<file path="src/rtl/frc_pkg.sv">
// Package: shared reason codes and helpers for the fetch redirect controller.
// Assumes a 3-bit reason field coming from execute.
package frc_pkg;

    typedef enum logic [2:0] {
        RSN_NONE      = 3'd0,
        RSN_CORRECT   = 3'd1,
        RSN_UNPRED    = 3'd2,
        RSN_BAD_DIR   = 3'd3,
        RSN_BAD_TGT   = 3'd4,
        RSN_SUSPEND   = 3'd5,
        RSN_INTERRUPT = 3'd6
    } redirect_rsn_e;

    // True when an execute reason moves fetch to a new stream.
    function automatic logic rsn_changes_stream(input logic [2:0] rsn);
        return (rsn >= 3'd2) && (rsn <= 3'd6);
    endfunction

    // True when the new fetch address is the sequential one after the branch.
    function automatic logic rsn_uses_next_pc(input logic [2:0] rsn);
        return (rsn == 3'(RSN_BAD_DIR)) || (rsn == 3'(RSN_SUSPEND));
    endfunction

endpackage

</file>
<file path="src/rtl/frc_seq_track.sv">
// Module: frc_seq_track
// Holds the stream and prediction counters and arbitrates between execute
// and predictor redirects. An execute redirect always wins. A predictor
// redirect is honoured only when its stream tag equals the current stream.
// Assumes: counters wrap and are compared for equality only.
module frc_seq_track #(
    parameter int SEQ_W = 8
) (
    input  logic             clk,
    input  logic             rst_n,
    input  logic             ex_valid,
    input  logic [2:0]       ex_reason,
    input  logic             pr_valid,
    input  logic [SEQ_W-1:0] pr_stream,
    output logic [SEQ_W-1:0] stream_q,
    output logic [SEQ_W-1:0] pred_q,
    output logic             ex_redirect,
    output logic             pr_apply
);
    import frc_pkg::*;

    localparam logic [SEQ_W-1:0] SEQ_ONE = SEQ_W'(1);

    // Decode which redirect source takes effect this cycle.
    always_comb begin
        ex_redirect = ex_valid && rsn_changes_stream(ex_reason);
        pr_apply    = pr_valid && !ex_redirect && (pr_stream == stream_q);
    end

    // Advance the sequence counters on an accepted redirect.
    always_ff @(posedge clk) begin
        if (!rst_n) begin
            stream_q <= '0;
            pred_q   <= '0;
        end else begin
            if (ex_redirect) stream_q <= stream_q + SEQ_ONE;
            if (pr_apply)    pred_q   <= pred_q + SEQ_ONE;
        end
    end

    AST_EX_BUMPS_STREAM: assert property (@(posedge clk) disable iff (!rst_n)
        (ex_valid && ex_reason >= 3'd2 && ex_reason <= 3'd6) |=> (stream_q == $past(stream_q) + SEQ_ONE));
    AST_QUIET_REASON_KEEPS_STREAM: assert property (@(posedge clk) disable iff (!rst_n)
        (ex_valid && ex_reason <= 3'd1) |=> $stable(stream_q));
    AST_EX_BEATS_PRED: assert property (@(posedge clk) disable iff (!rst_n)
        (ex_valid && ex_reason >= 3'd2 && ex_reason <= 3'd6 && pr_valid) |=> $stable(pred_q));
    AST_STALE_PRED_IGNORED: assert property (@(posedge clk) disable iff (!rst_n)
        (pr_valid && pr_stream != stream_q) |=> $stable(pred_q));

endmodule

</file>
<file path="src/rtl/frc_fetch_gen.sv">
// Module: frc_fetch_gen
// Fetch-address generator: issues one line per ready cycle unless halted,
// numbers every issued line, and loads a new address on a redirect.
// Assumes: at most one redirect source is active (arbitrated upstream).
module frc_fetch_gen #(
    parameter int              AW         = 32,
    parameter int              SEQ_W      = 8,
    parameter int              LINE_BYTES = 16,
    parameter logic [AW-1:0]   RESET_PC   = '0
) (
    input  logic             clk,
    input  logic             rst_n,
    input  logic             issue_ready,
    input  logic             wake,
    input  logic             ex_redirect,
    input  logic [2:0]       ex_reason,
    input  logic [AW-1:0]    ex_target,
    input  logic [AW-1:0]    ex_next_pc,
    input  logic             pr_apply,
    input  logic [AW-1:0]    pr_target,
    output logic             line_valid,
    output logic [AW-1:0]    fetch_pc,
    output logic [SEQ_W-1:0] line_num,
    output logic             halted
);
    import frc_pkg::*;

    localparam logic [AW-1:0]    PC_STEP = AW'(LINE_BYTES);
    localparam logic [SEQ_W-1:0] SEQ_ONE = SEQ_W'(1);

    logic [AW-1:0] redirect_pc;

    // Issue whenever the consumer is ready and fetch is running.
    always_comb line_valid = issue_ready && !halted;

    // Pick the address a redirect loads.
    always_comb begin
        if (ex_redirect)
            redirect_pc = rsn_uses_next_pc(ex_reason) ? ex_next_pc : ex_target;
        else
            redirect_pc = pr_target;
    end

    // Update fetch address, line counter and halt flag.
    always_ff @(posedge clk) begin
        if (!rst_n) begin
            fetch_pc <= RESET_PC;
            line_num <= '0;
            halted   <= 1'b0;
        end else begin
            if (line_valid) line_num <= line_num + SEQ_ONE;
            if (ex_redirect || pr_apply) fetch_pc <= redirect_pc;
            else if (line_valid)         fetch_pc <= fetch_pc + PC_STEP;
            if (ex_redirect)  halted <= (ex_reason == 3'(RSN_SUSPEND));
            else if (wake)    halted <= 1'b0;
        end
    end

    AST_LINE_NUM_STEP: assert property (@(posedge clk) disable iff (!rst_n)
        (issue_ready && !halted) |=> (line_num == $past(line_num) + SEQ_ONE));
    AST_LINE_NUM_HOLD: assert property (@(posedge clk) disable iff (!rst_n)
        !(issue_ready && !halted) |=> $stable(line_num));
    AST_SEQ_ADVANCE: assert property (@(posedge clk) disable iff (!rst_n)
        (line_valid && !ex_redirect && !pr_apply) |=> (fetch_pc == $past(fetch_pc) + PC_STEP));
    AST_HALT_BLOCKS_ISSUE: assert property (@(posedge clk) disable iff (!rst_n)
        halted |-> !line_valid);
    AST_SUSPEND_HALTS: assert property (@(posedge clk) disable iff (!rst_n)
        (ex_redirect && ex_reason == 3'd5) |=> (halted && fetch_pc == $past(ex_next_pc)));

endmodule

</file>
<file path="src/rtl/frc_line_filter.sv">
// Module: frc_line_filter
// Splitter-side filter: after a prediction, remembers the predicted stream
// and the new prediction number, and rejects lines of that stream that
// carry any other prediction number. Other streams pass untouched.
// Assumes: pr_apply is a single-cycle pulse with stream_q/pred_q pre-update.
module frc_line_filter #(
    parameter int SEQ_W = 8
) (
    input  logic             clk,
    input  logic             rst_n,
    input  logic             pr_apply,
    input  logic [SEQ_W-1:0] stream_q,
    input  logic [SEQ_W-1:0] pred_q,
    input  logic             in_valid,
    input  logic [SEQ_W-1:0] in_stream,
    input  logic [SEQ_W-1:0] in_pred,
    output logic             flush,
    output logic             accept
);
    localparam logic [SEQ_W-1:0] SEQ_ONE = SEQ_W'(1);

    logic             blk_valid;
    logic [SEQ_W-1:0] blk_stream;
    logic [SEQ_W-1:0] blk_pred;
    logic             stale;

    // Classify the arriving line against the recorded prediction.
    always_comb begin
        stale  = blk_valid && (in_stream == blk_stream) && (in_pred != blk_pred);
        accept = in_valid && !stale;
        flush  = pr_apply;
    end

    // Record the stream and new prediction number of the latest prediction.
    always_ff @(posedge clk) begin
        if (!rst_n) begin
            blk_valid  <= 1'b0;
            blk_stream <= '0;
            blk_pred   <= '0;
        end else if (pr_apply) begin
            blk_valid  <= 1'b1;
            blk_stream <= stream_q;
            blk_pred   <= pred_q + SEQ_ONE;
        end
    end

    AST_STALE_DROPPED: assert property (@(posedge clk) disable iff (!rst_n)
        ($past(pr_apply) && in_valid && in_stream == $past(stream_q) && in_pred != $past(pred_q) + SEQ_ONE) |-> !accept);
    AST_ACCEPT_NEEDS_VALID: assert property (@(posedge clk) disable iff (!rst_n)
        accept |-> in_valid);

endmodule

</file>
<file path="src/rtl/fetch_redirect_ctrl.sv">
// Module: fetch_redirect_ctrl (top)
// Ties together the sequence tracker, the fetch-address generator and the
// splitter line filter. Issued lines are tagged with the counters as they
// stand before this cycle's update.
// Assumes: synchronous active-low reset; one redirect of each kind per cycle.
module fetch_redirect_ctrl #(
    parameter int            AW         = 32,
    parameter int            SEQ_W      = 8,
    parameter int            LINE_BYTES = 16,
    parameter logic [AW-1:0] RESET_PC   = 32'h0000_1000
) (
    input  logic             clk,
    input  logic             rst_n,
    input  logic             issue_ready,
    input  logic             wake,
    input  logic             ex_valid,
    input  logic [2:0]       ex_reason,
    input  logic [AW-1:0]    ex_target,
    input  logic [AW-1:0]    ex_next_pc,
    input  logic             pr_valid,
    input  logic [SEQ_W-1:0] pr_stream,
    input  logic [AW-1:0]    pr_target,
    output logic             line_valid,
    output logic [AW-1:0]    line_addr,
    output logic [SEQ_W-1:0] line_stream,
    output logic [SEQ_W-1:0] line_pred,
    output logic [SEQ_W-1:0] line_num,
    output logic             fetch_halted,
    output logic             split_flush,
    input  logic             split_in_valid,
    input  logic [SEQ_W-1:0] split_in_stream,
    input  logic [SEQ_W-1:0] split_in_pred,
    output logic             split_accept
);
    logic [SEQ_W-1:0] stream_q;
    logic [SEQ_W-1:0] pred_q;
    logic             ex_redirect;
    logic             pr_apply;

    frc_seq_track #(.SEQ_W(SEQ_W)) u_seq (
        .clk(clk), .rst_n(rst_n),
        .ex_valid(ex_valid), .ex_reason(ex_reason),
        .pr_valid(pr_valid), .pr_stream(pr_stream),
        .stream_q(stream_q), .pred_q(pred_q),
        .ex_redirect(ex_redirect), .pr_apply(pr_apply)
    );

    frc_fetch_gen #(.AW(AW), .SEQ_W(SEQ_W), .LINE_BYTES(LINE_BYTES), .RESET_PC(RESET_PC)) u_gen (
        .clk(clk), .rst_n(rst_n),
        .issue_ready(issue_ready), .wake(wake),
        .ex_redirect(ex_redirect), .ex_reason(ex_reason),
        .ex_target(ex_target), .ex_next_pc(ex_next_pc),
        .pr_apply(pr_apply), .pr_target(pr_target),
        .line_valid(line_valid), .fetch_pc(line_addr),
        .line_num(line_num), .halted(fetch_halted)
    );

    frc_line_filter #(.SEQ_W(SEQ_W)) u_filt (
        .clk(clk), .rst_n(rst_n),
        .pr_apply(pr_apply), .stream_q(stream_q), .pred_q(pred_q),
        .in_valid(split_in_valid), .in_stream(split_in_stream), .in_pred(split_in_pred),
        .flush(split_flush), .accept(split_accept)
    );

    // Line tags come straight from the tracker.
    always_comb begin
        line_stream = stream_q;
        line_pred   = pred_q;
    end

    AST_PRED_APPLIED: assert property (@(posedge clk) disable iff (!rst_n)
        split_flush |=> (line_pred == $past(line_pred) + SEQ_W'(1) && line_addr == $past(pr_target)));
    AST_BAD_DIR_RESTORES: assert property (@(posedge clk) disable iff (!rst_n)
        (ex_valid && ex_reason == 3'd3) |=> (line_addr == $past(ex_next_pc)));

endmodule

</file>
<file path="config.mk">
export PLATFORM = sky130hd
export DESIGN_NAME = fetch_redirect_ctrl
export DESIGN_NICKNAME = d
export VERILOG_FILES = /design/src/rtl/frc_pkg.sv /design/src/rtl/frc_seq_track.sv /design/src/rtl/frc_fetch_gen.sv /design/src/rtl/frc_line_filter.sv /design/src/rtl/fetch_redirect_ctrl.sv
export SDC_FILE = /design/constraint.sdc
export NUM_CORES = 1
export LEC_CHECK = 0
export BUFFER_PORTS_ARGS = -buffer_cell sky130_fd_sc_hd__buf_2
export CAP_MARGIN = 15
export CELL_PAD_IN_SITES_DETAIL_PLACEMENT = 1
export CELL_PAD_IN_SITES_GLOBAL_PLACEMENT = 1
export CORE_UTILIZATION = 33
export CTS_BUF_LIST = sky130_fd_sc_hd__clkbuf_8 sky130_fd_sc_hd__clkbuf_16
export DETAILED_ROUTE_END_ITERATION = 6
export GPL_ROUTABILITY_DRIVEN = 0
export PLACE_DENSITY = 0.89
export SLEW_MARGIN = 10
export SYNTH_ARGS = -nofsm -noshare
export SYNTH_HDL_FRONTEND = slang
export SYNTH_SLANG_ARGS = --single-unit
</file>
<file path="constraint.sdc">
create_clock -name clk -period 2.89 [get_ports clk]
set_input_delay 0.578 -clock clk [delete_from_list [all_inputs] [get_ports clk]]
set_output_delay 0.578 -clock clk [all_outputs]
set_load 0.02 [all_outputs]
</file>
==> flow_metrics.env <==
export IMPL_synth_top_cells_by_area="dfxtp_1, xor2_1, nand2_1"
export IMPL_slew_headroom_pct=60.2
export IMPL_holdCritPathClass="reg -> reg"
export IMPL_synth_async_sr_flop_share_pct=0
export IMPL_power_report_internal_total_w=0.00183
export IMPL_timing_critical_path_arrival_ns=1.86
export IMPL_worstPathMaxFanout=8
export IMPL_synth_enable_flop_cells=0
export IMPL_ant_nets=0
export IMPL_synth_net_count=617
export IMPL_core_area_mm2=0.0116
export IMPL_port_buffers=189
export IMPL_post_cts_resize_count=0
export IMPL_initial_antenna_violation_count=0
export IMPL_post_route_worst_setup_slack_ns=0.457
export IMPL_combinationalPowerShare_pct=19.0
export IMPL_die_height_um=112
export IMPL_grt_max_degree=39
export IMPL_rsz0062_at_grt="no"
export IMPL_antenna_diode_count=0
export IMPL_clk_insertion_delay_late_ns=0.33
export IMPL_p_sw_share_pct=28.4
export IMPL_proportion_of_layout_cells_with_a_drive_suffix_above_1_pct=37.0
export IMPL_power_frac_seq_pct=39.4
export IMPL_cts_hold_repair_buffers=0
export IMPL_number_of_buffers_created_by_cts=9
export IMPL_timing_critical_path_cells="xnor2_4 -> nand3_2 -> nor4_1 -> buf_2"
export IMPL_outcome="finished with violations"
export IMPL_grt_pass1_vias=4492
export IMPL_fin_tns_setup_ns=0
export IMPL_report_final_hold_viol_count=0
export IMPL_dr_total_vias=4396
export IMPL_synth_most_common_cell="dfxtp_1"
export IMPL_ir_worst_vdd_mv=0.230
export IMPL_clockPowerShare_pct=41.6
export IMPL_die_width_um=112
export IMPL_setup_violations_final=0
export IMPL_row_count=39
export IMPL_power_density_mw_per_mm2=472
export IMPL_post_layout_minimum_cycle_time_ns=2.43
export IMPL_syn_area_mm2=0.00399
export IMPL_synthesis_instances=483
export IMPL_maximum_buffer_depth_of_the_clock_tree=2
export IMPL_synth_distinct_cells=48
export IMPL_max_cap_viol_count=0
export IMPL_p_leak_nw=2.41
export IMPL_synth_largest_type_area_fraction_pct=33.1
export IMPL_detail_route_drc_violations=9
export IMPL_clk_pin_slew_worst_paths_ns=0.06
export IMPL_initial_utilization_pct=34.3
export IMPL_failed_checks="DRC"
export IMPL_timing_setup_critical_path_class="reg -> out"
export IMPL_synth_sequential_area_ratio_pct=33.1
export IMPL_syn_to_final_growth_pct=35.6
export IMPL_cp_slowest_stage_delay_ns=0.56
export IMPL_layout_worst_path_cycle_share_pct=84.2
export IMPL_final_max_slew_violation_count=0
export IMPL_synthDominantAreaCellType="dfxtp_1"
export IMPL_post_synth_top_cells="dfxtp_1, nand2_1, a21oi_1, nand3_1, xor2_1"
export IMPL_syn_mean_instance_area_um2=8.26
export IMPL_floorplan_io_pins=190
export IMPL_maxClockFrequency_mhz=411
export IMPL_hpwl_um=11200
export IMPL_die_area_mm2=0.0125
export IMPL_drt_iter0_markers=209
export IMPL_ys_seq_elements=66
export IMPL_drt_pass1_iterations=7
export IMPL_placement_setup_worst_slack_ns=0.347
export IMPL_post_cts_repair_setup_buffers=0
export IMPL_critPathSlowestCell="dfxtp_1"
export IMPL_cts_sinks=66
export IMPL_timing_critical_path_from_type="flop"
export IMPL_nNetsFinal=804
export IMPL_tightest_slew_ns=0.593
export IMPL_routed_via_density=5.37
export IMPL_worst_ep_required_time_ns=2.31
export IMPL_fin_skew_ns=0.00722
export IMPL_routed_wl_um=14300
export IMPL_synthesis_yosys_warnings=0
export IMPL_htree_levels=3
export IMPL_switching_power_summed_over_all_nets_w=0.000725
export IMPL_end_kind="primary output"
export IMPL_ys_dominant_reg_cell="dfxtp_1"
export IMPL_gr_usage_all_layers_pct=22.9
export IMPL_cts_tree="yes"
export IMPL_grt_remaining_overflow=0
export IMPL_post_drt_wl_per_cell_um=17.5
export IMPL_grt_pass1_wl_um=22700
export IMPL_clockRootBuffer="clkbuf_16"
area by class of cell:
class / instances / area [µm²]
Clock inverter: 7 / 62.6
Sequential cell: 66 / 1320
Tap cell: 143 / 179
Multi-Input combinational cell: 380 / 2510
Fill cell: 1475 / 6210
Clock buffer: 9 / 225
Inverter: 8 / 30.0
Timing Repair Buffer: 205 / 1080
per-stage QoR:
step / hold slack, ns / instance area [µm²] / cells / total power, W / util (%)
2_1_floorplan: 0.440 / 3990 / 483 / 0.00129 / -
3_3_place_gp: 0.451 / 5120 / 802 / 0.00149 / 44.1
3_5_place_dp: 0.463 / 5120 / 802 / 0.00151 / 44.1
4_1_cts: 0.471 / 5410 / 818 / 0.00258 / 46.6
5_1_grt: 0.493 / 5410 / 818 / 0.00267 / 46.6
6_report: 0.469 / 5410 / 818 / 0.00255 / 46.6
kinds of logic (layout without fill, tap and decap cells):
logic type / after synthesis / in the layout / synth area share, %
AND/OR/NAND/NOR: 192 / 192 / 24.0
AO/OA/AOI/OAI: 97 / 97 / 17.0
flip-flops: 66 / 66 / 33.1
XOR/XNOR: 64 / 64 / 14.5
buffers and inverters: 37 / 229 / 3.89
multiplexers: 23 / 23 / 6.24
adder cells (fa/ha/maj): 4 / 4 / 1.26
cells in the final DEF (no fill, tap or decap), types with 4 or more instances in the layout:
cell type,netlist,routed
inv_1,7,9
a311o_1,8,8
nand2b_1,5,5
xnor2_1,25,25
a21oi_1,38,38
nand4_1,13,13
nand2_1,65,65
o21ai_0,8,8
o221ai_1,12,12
buf_2,1,189
nor2_1,28,28
a311oi_1,4,4
nand3_1,38,38
a31o_2,8,8
nor3_1,11,11
dfxtp_1,66,66
buf_4,0,15
and3_1,6,6
mux2i_1,8,8
ha_1,4,4
xor2_1,38,38
or3_1,4,4
nor4_1,10,10
clkbuf_16,0,9
mux2_2,15,15
critical path: cells and delay by family, from the launching register on:
family | cells | cell delay [ns]
flip-flops | 1 | 0.56
AND/OR/NAND/NOR | 2 | 0.56
buffers and inverters | 1 | 0.24
XOR/XNOR | 1 | 0.16
sequential cells by signal, summed over array words and instances, names as in the netlist:
| signal | count |
|---|---|
| u_gen.halted | 1 |
| u_filt.blk_stream | 8 |
| u_seq.stream_q | 8 |
| u_gen.fetch_pc | 32 |
| u_gen.line_num | 8 |
| u_filt.blk_pred | 8 |
| u_filt.blk_valid | 1 |
per-layer routing:
metal | global-route usage, % | wire length [µm] | vias to the layer above | part of all wire (%)
li1 | - | - | 2136 | -
met5 | 0 | 0 | - | 0
met2 | 42.2 | 7420 | 143 | 52
met3 | 4.52 | 778 | 15 | 5.4
met4 | 7.39 | 203 | 0 | 1.4
met1 | 26.3 | 5900 | 2102 | 41
power by group through the flow:
stage / logic [W] / clock network (W) / registers (W)
floorplan: 0.000221 / 0 / 0.00107
global placement: 0.000471 / 0 / 0.00102
detailed placement: 0.000486 / 0 / 0.00102
CTS: 0.000489 / 0.00108 / 0.00101
global route: 0.000526 / 0.00113 / 0.00101
finish: 0.000484 / 0.00106 / 0.00101
final timing paths:
check / start / endpoint / slack, ns / cells after the start
setup / recovery: u_seq.stream_q[2] / split_flush / 0.46 / 4
hold / removal: u_filt.blk_stream[1] / u_filt.blk_stream[1] / 0.47 / 2
setup reg to reg: u_seq.stream_q[2] / u_filt.blk_pred[5] / 0.55 / 5
hold reg to reg: u_filt.blk_stream[1] / u_filt.blk_stream[1] / 0.47 / 2
No activity file was read; power rests on OpenSTA's default activity.
